### config.mk
export PLATFORM = sky130hd
export DESIGN_NAME = rdma_chan_regs
export DESIGN_NICKNAME = d
export VERILOG_FILES = /design/src/rtl/rdma_pkg.sv /design/src/rtl/rdma_irq_edge.sv /design/src/rtl/rdma_stat_reg.sv /design/src/rtl/rdma_ptr_reg.sv /design/src/rtl/rdma_chan_regs.sv
export SDC_FILE = /design/constraint.sdc
export NUM_CORES = 1
export LEC_CHECK = 0
export BUFFER_PORTS_ARGS = -buffer_cell sky130_fd_sc_hd__buf_2
export CORE_MARGIN = 5
export CORE_UTILIZATION = 46
export CTS_CLUSTER_DIAMETER = 200
export DETAILED_ROUTE_END_ITERATION = 8
export PLACE_DENSITY = 0.82
export SYNTH_ARGS = -nofsm -noshare
export SYNTH_HDL_FRONTEND = slang
export SYNTH_SLANG_ARGS = --single-unit
### constraint.sdc
create_clock -name clk -period 2.23 [get_ports clk]
set_input_delay 0.3345 -clock clk [delete_from_list [all_inputs] [get_ports clk]]
set_output_delay 0.3345 -clock clk [all_outputs]
set_load 0.01 [all_outputs]
### src/rtl/rdma_pkg.sv
package rdma_pkg;

  localparam int REG_DW   = 32;
  localparam int REG_AW   = 4;
  localparam int LANES    = REG_DW / 8;
  localparam int STAT_LANE = 2;

  localparam int B_ACT  = 0;
  localparam int B_ERR  = 1;
  localparam int B_IRQ  = 2;
  localparam int B_CAP0 = 5;
  localparam int B_CAP1 = 6;

  typedef logic [1:0] word_sel_t;

  function automatic word_sel_t stat_word(input int chan);
    return (chan != 0) ? 2'd2 : 2'd0;
  endfunction

  function automatic word_sel_t ptr_word(input int chan);
    return (chan != 0) ? 2'd3 : 2'd1;
  endfunction

endpackage

### src/rtl/rdma_irq_edge.sv
module rdma_irq_edge #(
  parameter int STAGES = 2
) (
  input  logic clk,
  input  logic rst_n,
  input  logic line_in,
  output logic rise
);

  logic [STAGES-1:0] sync_q;
  logic              last_q;

  generate
    for (genvar i = 0; i < STAGES; i++) begin : g_sync
      if (i == 0) begin : g_first
        always_ff @(posedge clk) begin
          if (!rst_n) sync_q[0] <= 1'b0;
          else        sync_q[0] <= line_in;
        end
      end else begin : g_next
        always_ff @(posedge clk) begin
          if (!rst_n) sync_q[i] <= 1'b0;
          else        sync_q[i] <= sync_q[i-1];
        end
      end
    end
  endgenerate

  always_ff @(posedge clk) begin
    if (!rst_n) last_q <= 1'b0;
    else        last_q <= sync_q[STAGES-1];
  end

  assign rise = sync_q[STAGES-1] & ~last_q;

endmodule

### src/rtl/rdma_stat_reg.sv
module rdma_stat_reg
  import rdma_pkg::*;
(
  input  logic       clk,
  input  logic       rst_n,
  input  logic       wr_en,
  input  logic [7:0] wbyte,
  input  logic       irq_rise,
  input  logic       abort,
  input  logic       start_rise,
  input  logic       start_fall,
  input  logic       eot,
  output logic [7:0] stat
);

  logic       act_q, err_q, irq_q;
  logic [1:0] cap_q;
  logic       act_d, err_d, irq_d;
  logic [1:0] cap_d;
  logic       unused_wbits;

  assign unused_wbits = ^{wbyte[7], wbyte[4:3], wbyte[0]};

  always_comb begin
    irq_d = irq_q;
    if (wr_en && wbyte[B_IRQ]) irq_d = 1'b0;
    if (irq_rise)              irq_d = 1'b1;

    err_d = err_q;
    if (wr_en && wbyte[B_ERR]) err_d = 1'b0;
    if (abort)                 err_d = 1'b1;

    act_d = act_q;
    if (eot || start_fall) act_d = 1'b0;
    if (start_rise)        act_d = 1'b1;

    cap_d = wr_en ? wbyte[B_CAP1:B_CAP0] : cap_q;
  end

  always_ff @(posedge clk) begin
    if (!rst_n) begin
      act_q <= 1'b0;
      err_q <= 1'b0;
      irq_q <= 1'b0;
      cap_q <= 2'b00;
    end else begin
      act_q <= act_d;
      err_q <= err_d;
      irq_q <= irq_d;
      cap_q <= cap_d;
    end
  end

  assign stat = {1'b0, cap_q, 2'b00, irq_q, err_q, act_q};

endmodule

### src/rtl/rdma_ptr_reg.sv
module rdma_ptr_reg
  import rdma_pkg::*;
(
  input  logic              clk,
  input  logic              rst_n,
  input  logic              wr_en,
  input  logic [LANES-1:0]  be,
  input  logic [REG_DW-1:0] wdata,
  output logic [REG_DW-1:0] ptr
);

  logic [REG_DW-1:0] ptr_q;
  logic              unused_low;

  assign unused_low = ^wdata[1:0];

  generate
    for (genvar b = 0; b < LANES; b++) begin : g_lane
      if (b == 0) begin : g_low
        always_ff @(posedge clk) begin
          if (!rst_n)                 ptr_q[7:0] <= 8'h00;
          else if (wr_en && be[0])    ptr_q[7:0] <= {wdata[7:2], 2'b00};
        end
      end else begin : g_hi
        always_ff @(posedge clk) begin
          if (!rst_n)              ptr_q[8*b +: 8] <= 8'h00;
          else if (wr_en && be[b]) ptr_q[8*b +: 8] <= wdata[8*b +: 8];
        end
      end
    end
  endgenerate

  assign ptr = {ptr_q[REG_DW-1:2], 2'b00};

endmodule

### src/rtl/rdma_chan_regs.sv
module rdma_chan_regs
  import rdma_pkg::*;
#(
  parameter int CHANNEL   = 0,
  parameter int IRQ_SYNC  = 2
) (
  input  logic        clk,
  input  logic        rst_n,
  input  logic [3:0]  reg_addr,
  input  logic        reg_wr,
  input  logic [3:0]  reg_be,
  input  logic [31:0] reg_wdata,
  output logic [31:0] reg_rdata,
  input  logic        drv_irq,
  input  logic        start_lvl,
  input  logic        eot_done,
  input  logic        bus_abort,
  output logic [31:0] desc_base
);

  localparam word_sel_t STAT_W = stat_word(CHANNEL);
  localparam word_sel_t PTR_W  = ptr_word(CHANNEL);

  word_sel_t   wsel;
  logic        stat_hit, ptr_hit;
  logic        irq_rise;
  logic        start_q;
  logic [7:0]  status_q;
  logic [31:0] ptr_val;
  logic        unused_addr;

  assign wsel        = reg_addr[3:2];
  assign unused_addr = ^reg_addr[1:0];
  assign stat_hit    = (wsel == STAT_W);
  assign ptr_hit     = (wsel == PTR_W);

  rdma_irq_edge #(.STAGES(IRQ_SYNC)) u_irq (
    .clk     (clk),
    .rst_n   (rst_n),
    .line_in (drv_irq),
    .rise    (irq_rise)
  );

  always_ff @(posedge clk) begin
    if (!rst_n) start_q <= 1'b0;
    else        start_q <= start_lvl;
  end

  rdma_stat_reg u_stat (
    .clk        (clk),
    .rst_n      (rst_n),
    .wr_en      (reg_wr && stat_hit && reg_be[STAT_LANE]),
    .wbyte      (reg_wdata[8*STAT_LANE +: 8]),
    .irq_rise   (irq_rise),
    .abort      (bus_abort),
    .start_rise (start_lvl & ~start_q),
    .start_fall (~start_lvl & start_q),
    .eot        (eot_done),
    .stat       (status_q)
  );

  rdma_ptr_reg u_ptr (
    .clk   (clk),
    .rst_n (rst_n),
    .wr_en (reg_wr && ptr_hit),
    .be    (reg_be),
    .wdata (reg_wdata),
    .ptr   (ptr_val)
  );

  always_comb begin
    reg_rdata = '0;
    if (stat_hit)     reg_rdata[8*STAT_LANE +: 8] = status_q;
    else if (ptr_hit) reg_rdata = ptr_val;
  end

  assign desc_base = ptr_val;

endmodule

# == Word-level counts from Yosys, hierarchy flattened ==
# Cells that the tools add are included.
# Widths: inputs -> output; s select.
# word_totals
register_bits,39
inputBits,47
out_inout_bits,64
wordCells,43
# op_classes
n_eq_ne,1
muxes,10
bitwise,6
reduce_logical,14
# op_table
op,n
$mux 32,1
$mux 16,1
$mux 8,2
$logic_and 1x1->1,9
$mux 1,6
$reduce_bool 2->1,3
$and 1x1->1,3
$not 1->1,3
$eq 2x1->1 const B,1
$logic_not 2->1,1
$logic_or 1x1->1,1

# == Depth between registers and ports, before layout ==
# Gate-level depths: netlist of run 1.
# depth
ltp_word,6
depth_mapped,6
depth_no_buf,3

# == Cells and area by module ==
# From an unflattened synthesis of run 1, not the netlist that was laid out.
# unflattened
hier_cells,226
area_unflattened_um2,2019.4
# by_module_without_submodules
module,n_inst,cells_per_inst,area_per_inst_um2,seq_area_each_um2
rdma_ptr_reg,1,143,1312.5,600.6
rdma_chan_regs,1,52,387.9,20.0
rdma_stat_reg,1,24,226.5,100.1
rdma_irq_edge,1,7,92.6,60.1

# == Worst setup path after synthesis of run 1 ==
# Ideal clock, no wire load.
# synth_timing
path_kind,input to output
startpoint,input port reg_addr[3]
endpoint,output port reg_rdata[10]
arrival_ns,1.067
required_time_ns,1.896
slack_ns,0.828
cell_stages,4
n_path_buf,2
path_cell_list,buf_6 -> and2b_2 -> clkbuf_1 -> and2_1
# synth_via
elab_chain_len,3
elab_cells_between_ends,4
classes_between,1 x eq/ne; 2 x mux; 1 x reduce/logical
# synth_lines
item,line,text
from (decl),rdma_chan_regs.sv:9,"input logic [3:0] reg_addr,"
$eq 2x1->1,rdma_chan_regs.sv:35,assign ptr_hit = (wsel == PTR_W);
$mux 32,rdma_chan_regs.sv:74,else if (ptr_hit) reg_rdata = ptr_val;
$mux 16 *,rdma_chan_regs.sv:73,if (stat_hit) reg_rdata[8*STAT_LANE +: 8] = status_q;
to (decl),rdma_chan_regs.sv:13,"output logic [31:0] reg_rdata,"
# Mark *: on every way between the ends. The rest lies on a longest branch, timed or not.

# == Worst setup path in the final report of run 1 ==
# layout_timing
startpoint,input port reg_addr[2]
endpoint,output port reg_rdata[2]
# The elaborated chain is that of the path after synthesis.

==> impl_metrics.toml, run 1 <==
[grt]
grt_pass1_vias = 1523
grt_overflow_total = 0
grt_max_degree = 39
grt_usage_pct = 16.08
grt_pass1_wl_um = 6831
antenna_found_initial = 0

[die]
start_util_pct = 48.43
fp.coreArea_sq_mm = 0.003744
num_io_pins = 111
dieArea_sq_mm = 0.005297
die_y_um = 72.78
rows = 22
die_width_um = 72.78

[pwr]
swShare_pct = 21.60
internal_power_uw = 1224
pwr-share-comb_pct = 9.1
irDropWorstVdd_v = 0.0004786
p_switching_uw = 337.3
total_power_uw = 1562
pwr_density_cell_mw_per_mm2 = 652.1
seqPwrFrac_pct = 46.5
p_leak_uw = 0.001206
power.share.clock_pct = 44.5

[critical_path]
end_kind = "primary output"
cp.arrival_ns = 1.30
crit_type = "in2out"
worstPathMaxFanout = 25
critPathLaunchType = "input pin"
crit_required_ns = 1.90
r2r_cells = 3
rrSetupSlack_ns = 1.17
r2r_end = "u_stat.act_q"
rr_startpoint = "u_stat.act_q"

[cells_and_area]
final_nets = 351
postLayoutCellArea_sq_mm = 0.002395
multi_input_area_sq_um = 872.1
final-instance-count-excl-fill = 353
diodes = 0
regArea_sq_um = 780.7
final_common_cell = "buf_2"
nFillCells = 370
syn2layout_area_growth_pct = 32.09
drive_gt1_share_pct = 41.31
final_cell_mix = "102 x buf_2, 39 x dfxtp_1, 30 x and2_1, 30 x nand2_1, 30 x nand3_1"

[logic_synthesis]
seq_area_frac_synth_pct = 43.06
ys_ff_latch = 39
synth-edff-count = 0
ys_warn_count = 0
synth_area_leaders = "dfxtp_1 43%, and2_1 10%, nand3_1 8.3%"
synthFlopType = "dfxtp_1"
synth_area_per_cell_sq_um = 8.552
synth.distinct_cells = 26
synthesis.area_sq_mm = 0.001813
synth_largest_area_cell = "dfxtp_1"
synth_top_area_share_pct = 43.06
netlist_instances = 212
ys_async_sr_fraction_pct = 0

[detailed_routing]
detail-route-antenna-nets = 0
wl_met2_um = 2162
wire_per_inst_um = 12.18
drt_iter0_drc = 69
via_per_inst = 4.912
dr.pass1.iters = 4
vias = 1734
drt-met1-wl_um = 1707
routed_wl_um = 4298
post-route-drc-count = 0
met3_length_um = 397
topRoutingLayerUsed = "met4"

[min_path]
hp-start = "drv_irq"
holdPathStages = 2
hp-class = "in2reg"
hold_end = "u_irq.sync_q[0]"

[run_status]
status = "complete, no violations"

[clock_tree]
htreeDepth = 2
clk_pin_slew_ns = 0.08
cts_sinks = 39
insertion_delay_ns = 0.29
cts_root_buffer = "clkbuf_8"
numCtsBuffers = 5
postCtsHoldBufs = 0
cts_tree = "done"
post_cts.repair.setup_buffers = 0
clock_path_buffers = 2
cts_resized = 0

[timing]
hold_viol = 0
setup_viol = 0
finalCritPeriodShare_pct = 73.39
fin_skew_ns = 0.008090
relSlewSlack_pct = 64.26
worstMarginPinSlew_ns = 0.5361
period_minus_slack_ns = 1.637
finalSetupTns_ns = 0
rsz0062_at_grt = "no"
fmax_mhz = 611.0
maxSlewViolCount = 0

[placement]
finalWeightedCongestion = 0.7303
hpwlAfterDp_um = 3261
placed_cells = 345
post_dp_cell_area_sq_mm = 0.002258
numPortBuffers = 102

[job]
maxCapViolations = 0
==> power by group through the flow <==
stage                     clock network, uW  logic (uW)  registers [uW]
after floorplan                           0        85.3             745
after global placement                    0         140             741
after detailed placement                  0         144             742
after CTS                               705         144             726
after global routing                    743         159             728
final                                   694         142             726
==> worst max path at each step <==
stage               cells past startpoint         from             to
floorplan                               4  reg_addr[3]  reg_rdata[10]
global placement                        4  reg_addr[2]  reg_rdata[31]
detailed placement                      4  reg_addr[2]  reg_rdata[25]
CTS                                     4  reg_addr[2]  reg_rdata[25]
global route                            4  reg_addr[2]   reg_rdata[2]
finish                                  4  reg_addr[2]   reg_rdata[2]
==> logic make-up after synthesis <==
logic type,synth area share [%]
buffers and inverters,9.455
DFF,43.06
muxes,2.761
and+or+nand+nor,32.51
AOI/OAI and AO/OA,11.46
adders and majority gates,0.5521
other,0.2068
==> registers in the layout, summed over array words and instances (netlist names) <==
signal and cells:
u_stat.irq_q 1, start_q 1, u_stat.act_q 1, u_ptr.ptr 30, u_stat.cap_q 2, u_irq.last_q 1
u_stat.err_q 1, u_irq.sync_q 2
==> cells in the mapped netlist (2+ instances only) <==
library cell / count
dfxtp_1: 39
and2_1: 30
nand2_1: 30
nand3_1: 30
o21ai_0: 26
o21ai_2: 8
buf_4: 6
clkbuf_1: 6
nor2_1: 6
buf_6: 5
mux2i_1: 5
buf_2: 4
and4b_2: 2
inv_1: 2
nand3_2: 2
==> area by class of cell <==
type                            count  share of cell area, %
Clock buffer                        5                  2.874
Clock inverter                      3                  2.821
Inverter                            2                 0.3135
Multi-Input combinational cell    152                  36.42
Sequential cell                    39                  32.60
Tap cell                           48                  2.508
Timing Repair Buffer              104                  22.47
==> worst max-delay path, stage by stage <==
cell,delay (ns)
buf_2,0.24
and2b_2,0.42
and2_1,0.18
buf_2,0.12
==> routing by layer <==
layer	global-route usage, %	vias to the layer above
met3	5.510	4
met1	18.48	780
met4	3.689	0
met2	28.56	69
li1	-	881
met5	0	-
==> per-stage QoR <==
stage | setup slack (ns) | utilization [%] | hold slack, ns
6_report | 0.5933 | 63.97 | 0.2436
5_1_grt | 0.4776 | 63.97 | 0.2398
4_1_cts | 0.5667 | 63.97 | 0.2439
3_5_place_dp | 0.5671 | 60.33 | 0.4306
3_3_place_gp | 0.5955 | 60.33 | 0.4207
2_1_floorplan | 0.8282 | - | 0.4119
No activity file was read; power rests on OpenSTA's default activity.
==> run 2: changes to the inputs <==
--- a/config.mk
+++ b/config.mk
@@ -5,12 +5,13 @@
 export SDC_FILE = /design/constraint.sdc
 export NUM_CORES = 1
 export LEC_CHECK = 0
+export ABC_AREA = 1
 export BUFFER_PORTS_ARGS = -buffer_cell sky130_fd_sc_hd__buf_2
 export CORE_MARGIN = 5
-export CORE_UTILIZATION = 46
+export CORE_UTILIZATION = 38
 export CTS_CLUSTER_DIAMETER = 200
 export DETAILED_ROUTE_END_ITERATION = 8
-export PLACE_DENSITY = 0.82
+export PLACE_DENSITY = 0.73
 export SYNTH_ARGS = -nofsm -noshare
 export SYNTH_HDL_FRONTEND = slang
 export SYNTH_SLANG_ARGS = --single-unit
==> constraint.sdc (replaced) <==
create_clock -name clk -period 1.5 [get_ports clk]
set_input_delay 0.225 -clock clk [delete_from_list [all_inputs] [get_ports clk]]
set_output_delay 0.225 -clock clk [all_outputs]
set_load 0.01 [all_outputs]
==> impl_metrics.toml, run 2 <==
[logic_synthesis]
seq_area_frac_synth_pct = 45.45
synth-edff-count = 0
synthesis.area_sq_mm = 0.001718
synth_largest_area_cell = "dfxtp_1"
ys_async_sr_fraction_pct = 0
ys_ff_latch = 39
synth_area_leaders = "dfxtp_1 45%, nor2_1 20%, nand2_1 12%"
synthFlopType = "dfxtp_1"
ys_warn_count = 0
synth_most_common_cell = "nor2_1"
synth_area_per_cell_sq_um = 6.507
netlist_instances = 264
synth.distinct_cells = 17
synth_top_area_share_pct = 45.45
synthTopCellsByCount = "91 x nor2_1, 57 x nand2_1, 39 x dfxtp_1, 37 x inv_1, 12 x o21ai_0"

[placement]
hpwlAfterDp_um = 3589
dp_slack_ns = 0.1610
numPortBuffers = 102
finalWeightedCongestion = 0.9090
post_dp_cell_area_sq_mm = 0.002287

[timing]
fmax_mhz = 755.6
maxSlewViolCount = 0
fin_skew_ns = 0.0003902
finalSetupTns_ns = 0
hold_viol = 0
rsz0062_at_grt = "no"
period_minus_slack_ns = 1.323
finalCritPeriodShare_pct = 88.23
setup_ws_ns = 0.1766
setup_viol = 0

[die]
die_width_um = 77.24
dieArea_sq_mm = 0.005965
start_util_pct = 39.18
rows = 24
die_y_um = 77.24
fp.coreArea_sq_mm = 0.004384
num_io_pins = 111

[clock_tree]
cts_root_buffer = "clkbuf_8"
cts_resized = 0
post_cts.repair.setup_buffers = 0
numCtsBuffers = 5
postCtsHoldBufs = 0
clock_path_buffers = 2
cts_tree = "done"
cts_sinks = 39
htreeDepth = 2
insertion_delay_ns = 0.28
clk_pin_slew_ns = 0.07

[detailed_routing]
detail-route-antenna-nets = 0
dr.pass1.iters = 4
wire_per_inst_um = 10.84
vias = 1859
routed_wl_um = 4574
drt_iter0_drc = 67
via_per_inst = 4.405
post-route-drc-count = 0

[pwr]
pwr_density_cell_mw_per_mm2 = 852.8
p_leak_uw = 0.001426
irDropWorstVdd_v = 0.0003841

[grt]
grt_pass1_vias = 1698
grt_max_degree = 24
grt_usage_pct = 14.86
grt_pass1_wl_um = 7279
antenna_found_initial = 0
grt_overflow_total = 0

[critical_path]
worstPathMaxFanout = 12
cp.arrival_ns = 1.10
cpMaxStageDelayCell = "buf_4"
max_stage_delay_ns = 0.20
end_kind = "primary output"
crit_type = "in2out"
crit_required_ns = 1.27
critPathLaunchType = "input pin"
path_cells = "buf_2 -> inv_1 -> nor2_4 -> inv_1 -> buf_4 -> nor2_1 -> buf_2"

[min_path]
hp-class = "in2reg"

[run_status]
status = "complete, no violations"

[cells_and_area]
diodes = 0
final_common_cell = "buf_2"
syn2layout_area_growth_pct = 37.36
final_nets = 418
final_cell_mix = "102 x buf_2, 91 x nor2_1, 57 x nand2_1"
drive_gt1_share_pct = 31.89
largest_reg_flops = 30
postLayoutCellArea_sq_mm = 0.002360

[job]
maxCapViolations = 0
## run 2: changes by cell type in the layout (fill, tap and decap cells not counted), moves of 2 or more
| cell | previous run | this run |
|---|---|---|
| a22o_1 | 0 | 4 |
| and2_1 | 30 | 0 |
| and4b_2 | 2 | 0 |
| buf_4 | 1 | 8 |
| bufinv_16 | 2 | 0 |
| inv_1 | 2 | 37 |
| mux2i_1 | 5 | 0 |
| nand2_1 | 30 | 57 |
| nand3_1 | 30 | 2 |
| nand3_2 | 2 | 0 |
| nand4_1 | 0 | 3 |
| nor2_1 | 6 | 91 |
| o21ai_0 | 26 | 12 |
| o21ai_2 | 8 | 0 |
## run 2: per-layer routing
metal  part of all wire, %  vias to the layer above  wire length [um]  track usage (%)
li1                      -                      982                 -                -
met5                     0                        -                 0                0
met2                    48                       72              2210            26.09
met3                   9.2                        9               423            3.630
met4                   2.2                        0               100            7.732
met1                    40                      796              1839            16.31
## run 2: path summary, 6_finish.rpt
check             startpoint               to  slack (ns)  depth (start not counted)
min                  drv_irq  u_irq.sync_q[0]        0.13                          3
min reg2reg  u_irq.sync_q[0]  u_irq.sync_q[1]        0.42                          2
max reg2reg  u_irq.sync_q[1]     u_stat.irq_q        0.74                          3
max              reg_addr[2]    reg_rdata[29]        0.18                          7
## run 2: area by class of cell
type                    count  area [sq um]
repair buffers            110         570.5
well taps                  52         65.06
flip-flops and latches     39         780.7
multi-input cells         177         726.9
fillers                   452          2024
clock buffers               6         72.57
inverters                  38         143.9
## run 2: critical path: cells and delay by family
| family | cells | cell delay, ns |
|---|---|---|
| buf+inv | 5 | 0.66 |
| simple gates | 2 | 0.21 |
## run 2: stage by stage
step	cells	hold slack, ns	utilization, %	power [uW]
finish	422	0.1331	53.82	2013
global route	422	0.1437	53.82	2111
CTS	422	0.1234	53.82	2040
detailed placement	416	0.4114	52.17	1398
global placement	416	0.3970	52.17	1393
floorplan	267	0.3185	-	1270
## run 2: where the power goes
group | total (uW) | internal (uW) | leakage [uW] | switching, uW
logic | 277 | 118 | 0.00107 | 159
clock network | 641 | 310 | 0.0000371 | 331
registers | 1090 | 1080 | 0.000318 | 19.1
## run 2: kinds of logic (layout without fill, tap and decap cells)
family | after synthesis | after routing | synth area share (%)
other cells | 1 | 4 | 0.2183
simple gates | 155 | 155 | 35.03
compound gates | 18 | 18 | 6.409
flops | 39 | 39 | 45.45
buf+inv | 51 | 154 | 12.89
==> run 3: changes to the inputs <==
--- a/config.mk
+++ b/config.mk
@@ -12,6 +12,7 @@
 export CTS_CLUSTER_DIAMETER = 200
 export DETAILED_ROUTE_END_ITERATION = 8
 export PLACE_DENSITY = 0.73
+export REMOVE_ABC_BUFFERS = 1
 export SYNTH_ARGS = -nofsm -noshare
 export SYNTH_HDL_FRONTEND = slang
 export SYNTH_SLANG_ARGS = --single-unit
==> impl_metrics.toml, run 3 (same netlist as run 2, synthesis figures left out) <==
[detailed_routing]
wire_per_inst_um = 10.64
drt_iter0_drc = 36
via_per_inst = 4.367
routed_wl_um = 4490
post-route-drc-count = 0
detail-route-antenna-nets = 0
dr.pass1.iters = 4
vias = 1843

[cells_and_area]
drive_gt1_share_pct = 32.16
final_cell_mix = "102 x buf_2, 91 x nor2_1, 57 x nand2_1"
nFillCells = 471
diodes = 0
final_nets = 416
final_common_cell = "buf_2"
largest_reg_flops = 30
syn2layout_area_growth_pct = 39.11
final-instance-count-excl-fill = 422

[clock_tree]
clock_path_buffers = 2
insertion_delay_ns = 0.29
cts_resized = 0
postCtsHoldBufs = 0
numCtsBuffers = 5
htreeDepth = 2
cts_sinks = 39
post_cts.repair.setup_buffers = 0
cts_tree = "done"
cts_root_buffer = "clkbuf_8"
clk_pin_slew_ns = 0.07

[pwr]
irDropWorstVdd_v = 0.0005849
total_power_uw = 2251
pwr_density_cell_mw_per_mm2 = 942.1
p_leak_uw = 0.001441

[critical_path]
end_kind = "primary output"
path_cells = "buf_2 -> inv_1 -> nor2_4 -> inv_1 -> buf_4 -> nor2_1 -> buf_2"
worstPathMaxFanout = 18
path_buf_inv = 5
max_stage_delay_ns = 0.20
critPathLaunchType = "input pin"
crit_required_ns = 1.27
crit_type = "in2out"
cpMaxStageDelayCell = "buf_4"
critPathTopFamily = "buffers and inverters"
cp.arrival_ns = 1.11

[grt]
antenna_found_initial = 0
grt_max_degree = 19
grt_overflow_total = 0
grt_pass1_wl_um = 7486
grt_usage_pct = 15.01
grt_pass1_vias = 1675

[timing]
hold_viol = 0
period_minus_slack_ns = 1.331
setup_viol = 0
rsz0062_at_grt = "no"
finalCritPeriodShare_pct = 88.71
maxSlewViolCount = 0
finalSetupTns_ns = 0
fmax_mhz = 751.5
fin_skew_ns = 0.001866

[placement]
placed_cells = 414
hpwlAfterDp_um = 3497
finalWeightedCongestion = 0.7533
numPortBuffers = 102

[die]
start_util_pct = 39.18
rows = 24
num_io_pins = 111
die_y_um = 77.24
fp.coreArea_sq_mm = 0.004384
die_width_um = 77.24
dieArea_sq_mm = 0.005965

[min_path]
hp-class = "in2reg"

[job]
maxCapViolations = 0

[run_status]
status = "complete, no violations"
[run 3: metal layers]
metal	track usage, %	routed length (um)	vias to the layer above
li1	-	-	981
met1	16.49	1863	791
met2	27.02	2181	64
met3	4.567	379	7
met4	5.155	65	0
met5	0	0	-
[run 3: power breakdown]
part	total (uW)	internal, uW	switching, uW	leakage [uW]
combinational	272	115	157	0.00106
sequential	1090	1080	18.8	0.000318
clock	885	538	347	0.0000612
[run 3: per-stage QoR]
step	instance area [sq um]	hold WS (ns)	util [%]	setup slack (ns)
final	2390	0.1170	54.51	0.1694
after global routing	2390	0.1342	54.51	0.06189
after CTS	2390	0.1060	54.51	0.1539
after detailed placement	2272	0.4105	51.83	0.1573
after global placement	2272	0.3937	51.83	0.1461
after floorplan	1652	0.3185	-	0.3804
[run 3: final cells by class]
class                   count  area, sq um  area share (%)
clock buffers               6        82.58           3.456
clock inverters             2        35.03           1.466
inverters                  38        143.9           6.021
multi-input cells         177        726.9           30.42
flip-flops and latches     39        780.7           32.67
well taps                  52        65.06           2.723
repair buffers            108        555.5           23.25
[run 3: path summary, 6_finish.rpt]
kind	endpoint	from	cells after the start	slack, ns
worst max-delay path	reg_rdata[3]	reg_addr[2]	7	0.17
worst min-delay path	u_irq.sync_q[0]	drv_irq	3	0.12
worst max register to register	u_stat.irq_q	u_irq.sync_q[1]	3	0.74
worst min register to register	u_irq.sync_q[1]	u_irq.sync_q[0]	2	0.42
[run 3: worst min-delay path, stage by stage]
cell and delay, ns:
buf_2 0.07, nand2_1 0.04, inv_1 0.04
